==> src/rtl/yuv422_formatter.sv <==
module yuv422_formatter #(
  parameter int DW = 8
) (
  input  logic          clk,
  input  logic          rst_n,
  input  logic          line_start,
  input  logic          in_valid,
  input  logic [DW-1:0] in_y,
  input  logic [DW-1:0] in_u,
  input  logic [DW-1:0] in_v,
  input  logic          cfg_pack422,
  input  logic          cfg_v_first,
  input  logic          cfg_drop_odd,
  input  logic          blank,
  output logic          out_valid,
  output logic [DW-1:0] out_y,
  output logic [DW-1:0] out_c,
  output logic [DW-1:0] out_x
);
  localparam logic [DW-1:0] MID = DW'(1) << (DW - 1);

  logic          fmt_q, ord_q, drp_q;
  logic          first_q, phase_q;
  logic [DW-1:0] prev_u, prev_v;

  wire fmt_e   = line_start ? cfg_pack422  : fmt_q;
  wire ord_e   = line_start ? cfg_v_first  : ord_q;
  wire drp_e   = line_start ? cfg_drop_odd : drp_q;
  wire first_e = first_q | line_start;
  wire ph      = first_e ? 1'b0 : phase_q;

  wire [DW-1:0] pu = first_e ? in_u : prev_u;
  wire [DW-1:0] pv = first_e ? in_v : prev_v;

  wire          take_v   = ph ^ ord_e;
  wire [DW-1:0] sel_cur  = take_v ? in_v : in_u;
  wire [DW-1:0] sel_prev = take_v ? pv : pu;
  wire [DW:0]   sum      = {1'b0, sel_cur} + {1'b0, sel_prev} + (DW+1)'(1);
  wire [DW-1:0] c_filt   = sum[DW:1];
  wire [DW-1:0] c_drop   = ph ? sel_prev : sel_cur;
  wire [DW-1:0] c422     = drp_e ? c_drop : c_filt;

  always_ff @(posedge clk) begin
    if (!rst_n) begin
      fmt_q     <= 1'b0;
      ord_q     <= 1'b0;
      drp_q     <= 1'b0;
      first_q   <= 1'b1;
      phase_q   <= 1'b0;
      prev_u    <= '0;
      prev_v    <= '0;
      out_valid <= 1'b0;
      out_y     <= '0;
      out_c     <= MID;
      out_x     <= MID;
    end else begin
      out_valid <= in_valid;
      if (line_start) begin
        fmt_q <= cfg_pack422;
        ord_q <= cfg_v_first;
        drp_q <= cfg_drop_odd;
      end
      if (in_valid) begin
        first_q <= 1'b0;
        phase_q <= ~ph;
        prev_u  <= in_u;
        prev_v  <= in_v;
        out_y   <= blank ? '0 : in_y;
        out_c   <= blank ? MID : (fmt_e ? c422 : in_u);
        out_x   <= (blank || fmt_e) ? MID : in_v;
      end else if (line_start) begin
        first_q <= 1'b1;
      end
    end
  end

  p_valid_lat_r2: assert property (@(posedge clk) disable iff (!rst_n)
    in_valid |=> out_valid);
  p_idle_lat_r2: assert property (@(posedge clk) disable iff (!rst_n)
    !in_valid |=> !out_valid);
  p_hold_r11: assert property (@(posedge clk) disable iff (!rst_n)
    !in_valid |=> ($stable(out_y) && $stable(out_c) && $stable(out_x)));
  p_spare_mid_r4: assert property (@(posedge clk) disable iff (!rst_n)
    (in_valid && fmt_e) |=> (out_x == MID));
  p_pass_r3: assert property (@(posedge clk) disable iff (!rst_n)
    (in_valid && !fmt_e && !blank) |=>
      (out_y == $past(in_y) && out_c == $past(in_u) && out_x == $past(in_v)));
  p_blank_r10: assert property (@(posedge clk) disable iff (!rst_n)
    (in_valid && blank) |=> (out_y == '0 && out_c == MID && out_x == MID));
  p_mode_hold_r9: assert property (@(posedge clk) disable iff (!rst_n)
    !line_start |=> ($stable(fmt_q) && $stable(ord_q) && $stable(drp_q)));
  p_phase_restart_r8: assert property (@(posedge clk) disable iff (!rst_n)
    (line_start && !in_valid) |=> first_q);
endmodule

==> config.mk <==
export PLATFORM = sky130hd
export DESIGN_NAME = yuv422_formatter
export DESIGN_NICKNAME = d
export VERILOG_FILES = /design/src/rtl/yuv422_formatter.sv
export SDC_FILE = /design/constraint.sdc
export NUM_CORES = 1
export LEC_CHECK = 0
export BUFFER_PORTS_ARGS = -buffer_cell sky130_fd_sc_hd__buf_4
export CAP_MARGIN = 30
export CORE_UTILIZATION = 50
export CTS_BUF_LIST = sky130_fd_sc_hd__clkbuf_8
export CTS_CLUSTER_DIAMETER = 100
export DETAILED_ROUTE_END_ITERATION = 8
export PLACE_DENSITY = 0.74
export SETUP_SLACK_MARGIN = 0.4
export SLEW_MARGIN = 20
export SYNTH_ARGS = -nofsm -noshare
export SYNTH_HDL_FRONTEND = slang
export SYNTH_SLANG_ARGS = --single-unit
==> constraint.sdc <==
create_clock -name clk -period 6.4 [get_ports clk]
set_input_delay 0.64 -clock clk [delete_from_list [all_inputs] [get_ports clk]]
set_output_delay 0.64 -clock clk [all_outputs]
set_load 0.01 [all_outputs]
==> impl_metrics.yaml <==
sta:
  hold_viol_final: 0
  tightest_slew_ns: 0.705
  slew_headroom_pct: 52.9
  fmax_mhz: 286
  setup_viol: 0
  fin_worst_skew_ns: 0.00669
  period_share_pct: 54.7
  post-route-min-period_ns: 3.50
  drv_slew: 0
  hold_ws_ns: 0.476
  setup_tns_ns: 0
  rsz0062_at_grt: "false"
finish:
  nNetsFinal: 418
  fill_cells: 523
  antenna_cells: 0
  drive_gt1_share_pct: 20.6
  area_delta_synth_final_pct: 18.8
pwr:
  p_leak_nw: 1.38
  power_density_nw_per_um2: 196
  clockPowerShare_pct: 24.8
  intPower_uw: 460
  p_sw_share_pct: 30.4
  combPwrFrac_pct: 27.8
  max-vdd-ir-drop_mv: 0.115
  seq_power_share_pct: 47.4
  p_sw_uw: 201
yosys:
  synth_top_family_by_area: "simple AND/OR/NAND/NOR gates"
  yosysMostFrequentCell: "dfxtp_1"
  synth-simple-area-share_pct: 22.7
  syn-cell-area_sq_um: 2830
  synth-compound-area-share_pct: 18.9
  yosysUniqueCellTypes: 42
  synth_xor_area_share_pct: 0
  synth_edf_count: 0
  yosys_warnings: 0
  ys_seq_area_share_pct: 32.5
  synthTopCellsByArea: "dfxtp_1, mux2i_1, nor2b_1"
  synth.area.mux_share_pct: 18.6
  synthArstFlopShare_pct: 0
  synth_fa_ha_area_share_pct: 3.80
  synth-seq-cells: 46
  postSynthCellCount: 330
  synth_top_area_share_pct: 32.5
  yosys.area.top_type: "dfxtp_1"
  synth_fp_nets: 370
  syn_area_per_cell_sq_um: 8.58
  ys_top_cells_by_count: "dfxtp_1, mux2i_1, nor2b_1"
  synth_ff_type: "dfxtp_1"
clock_tree:
  clock-sinks: 46
  clk_pin_slew_ns: 0.08
  cts_tree: "done"
  cts_made_buffers: 5
  cts-root-buf: "clkbuf_8"
  cts_resized: 0
  clk_latency_ns: 0.30
  post-cts-setup-buffer-count: 0
  htreeDepth: 2
  cts_hold_buf: 0
  clockBufferDepth: 2
worst_setup_path:
  timing.critical_path.mode_cell: "buf_4"
  critPathBufInv: 2
  worstPathCellList: "buf_4 > or4b_1 > o211ai_2 > buf_4 > mux2_2 > nor2_1 > a21oi_1 > ha_1 > and4_1 > o21ai_0 > mux2i_1 > or4_1 > o211ai_1"
  startpoint_type: "input port"
  worstRegToRegCells: 12
  path_class: "input port to flop"
  slowest_delay_ns: 0.55
  cp-end-kind: "flop"
  arrival_ns: 3.73
  cp.depth: 13
  cp_slowest_cell: "or4_1"
  crit_required_ns: 6.63
  cpLargestDelayFamily: "simple AND/OR/NAND/NOR gates"
  critPathMaxFanout: 29
grt:
  overflow: 0
  grt_pass1_wl_um: 11200
  grt_pass1_vias: 2366
  grt_max_degree: 60
  grt_usage_pct: 23.3
  antenna_found_initial: 0
detailed_routing:
  viasPerCell: 5.55
  wl_per_cell_um: 14.9
  antenna_left: 0
  drc: 0
  drt-initial-drc-count: 137
  vias: 2499
  wirelength_um: 6710
  dr.pass1.iters: 4
floorplanning:
  die_w_um: 77.3
  start_util_pct: 51.8
  die_h_um: 77.3
  ios: 57
  die_area_sq_um: 5970
  core.rowCount: 27
  core_region_area_sq_um: 5470
placed_design:
  routabilityCongestion: 0.875
  place.detailed.hpwl_um: 4820
  portBuffers: 56
hold_path:
  worstHoldPathCells: 2
  min_path_type: "flop to flop"
status:
  run_status: "finished, final reports clean"
flow_run:
  maxCapViolCount: 0
worst min-delay path: stages (launching register included):
cell,delay (ns)
dfxtp_1,0.31
nand2b_1,0.06
a21oi_1,0.06
sequential cells by signal, indices dropped and copies added, names as in the netlist:
name and cells:
out_c 8, out_x 8, out_y 8, prev_u 8, prev_v 8, drp_q 1
first_q 1, fmt_q 1, ord_q 1, out_valid 1, phase_q 1
final timing paths:
check,from,to,slack [ns]
min reg2reg,out_x[3],out_x[3],0.48
max,line_start,out_c[4],2.90
min,out_x[3],out_x[3],0.48
max reg2reg,first_q,out_c[4],3.00
kinds of logic after synthesis:
| family | count (synthesis) |
|---|---|
| buffers and inverters | 23 |
| AO/OA/AOI/OAI | 83 |
| flip-flops | 46 |
| adder cells (fa/ha/maj) | 8 |
| AND/OR/NAND/NOR | 119 |
| multiplexers | 51 |
metal layers:
| metal | vias up | share of wire [%] | GRT usage, % |
|---|---|---|---|
| li1 | 1273 | - | - |
| met1 | 1150 | 48 | 31.5 |
| met2 | 68 | 46 | 37.4 |
| met3 | 8 | 5.0 | 4.64 |
| met4 | 0 | 1.2 | 6.60 |
| met5 | - | 0 | 0 |
power groups by stage:
stage          logic (mW)  registers (mW)  clock network [mW]
3_5_place_dp        0.181           0.319                   0
6_report            0.184           0.313               0.164
4_1_cts             0.182           0.313               0.171
2_1_floorplan       0.120           0.320                   0
5_1_grt             0.201           0.315               0.183
3_3_place_gp        0.177           0.319                   0
placed cells by master, fill, tap and decap left out, types with 4 or more instances in the layout:
cell	count
nor2b_1	30
o211ai_1	5
dfxtp_1	46
nor2_1	16
mux2i_1	39
ha_1	7
o21ai_0	13
a21boi_0	11
mux2_2	12
o22ai_1	4
buf_4	59
inv_1	7
a211oi_1	6
clkbuf_8	5
and2_1	4
a21oi_1	27
nand2b_1	20
nand2_1	29
area by class of cell:
cell class / count / area (sq um) / share of cell area, %
repair buffers: 59 / 443 / 13.2
flip-flops and latches: 46 / 921 / 27.4
multi-input cells: 261 / 1820 / 54.0
clock inverters: 2 / 7.51 / 0.223
well taps: 72 / 90.1 / 2.68
inverters: 5 / 18.8 / 0.558
clock buffers: 5 / 68.8 / 2.04
per-stage QoR:
stage | setup slack [ns] | std cells | instance area [sq um] | total power, mW | utilization, %
final | 2.90 | 450 | 3370 | 0.661 | 61.5
after global placement | 2.68 | 443 | 3290 | 0.496 | 60.1
after CTS | 2.92 | 450 | 3370 | 0.666 | 61.5
after global routing | 2.75 | 450 | 3370 | 0.699 | 61.5
after detailed placement | 2.61 | 443 | 3290 | 0.500 | 60.1
after floorplan | 2.88 | 330 | 2830 | 0.441 | -
(Power assumes the default switching activity.)
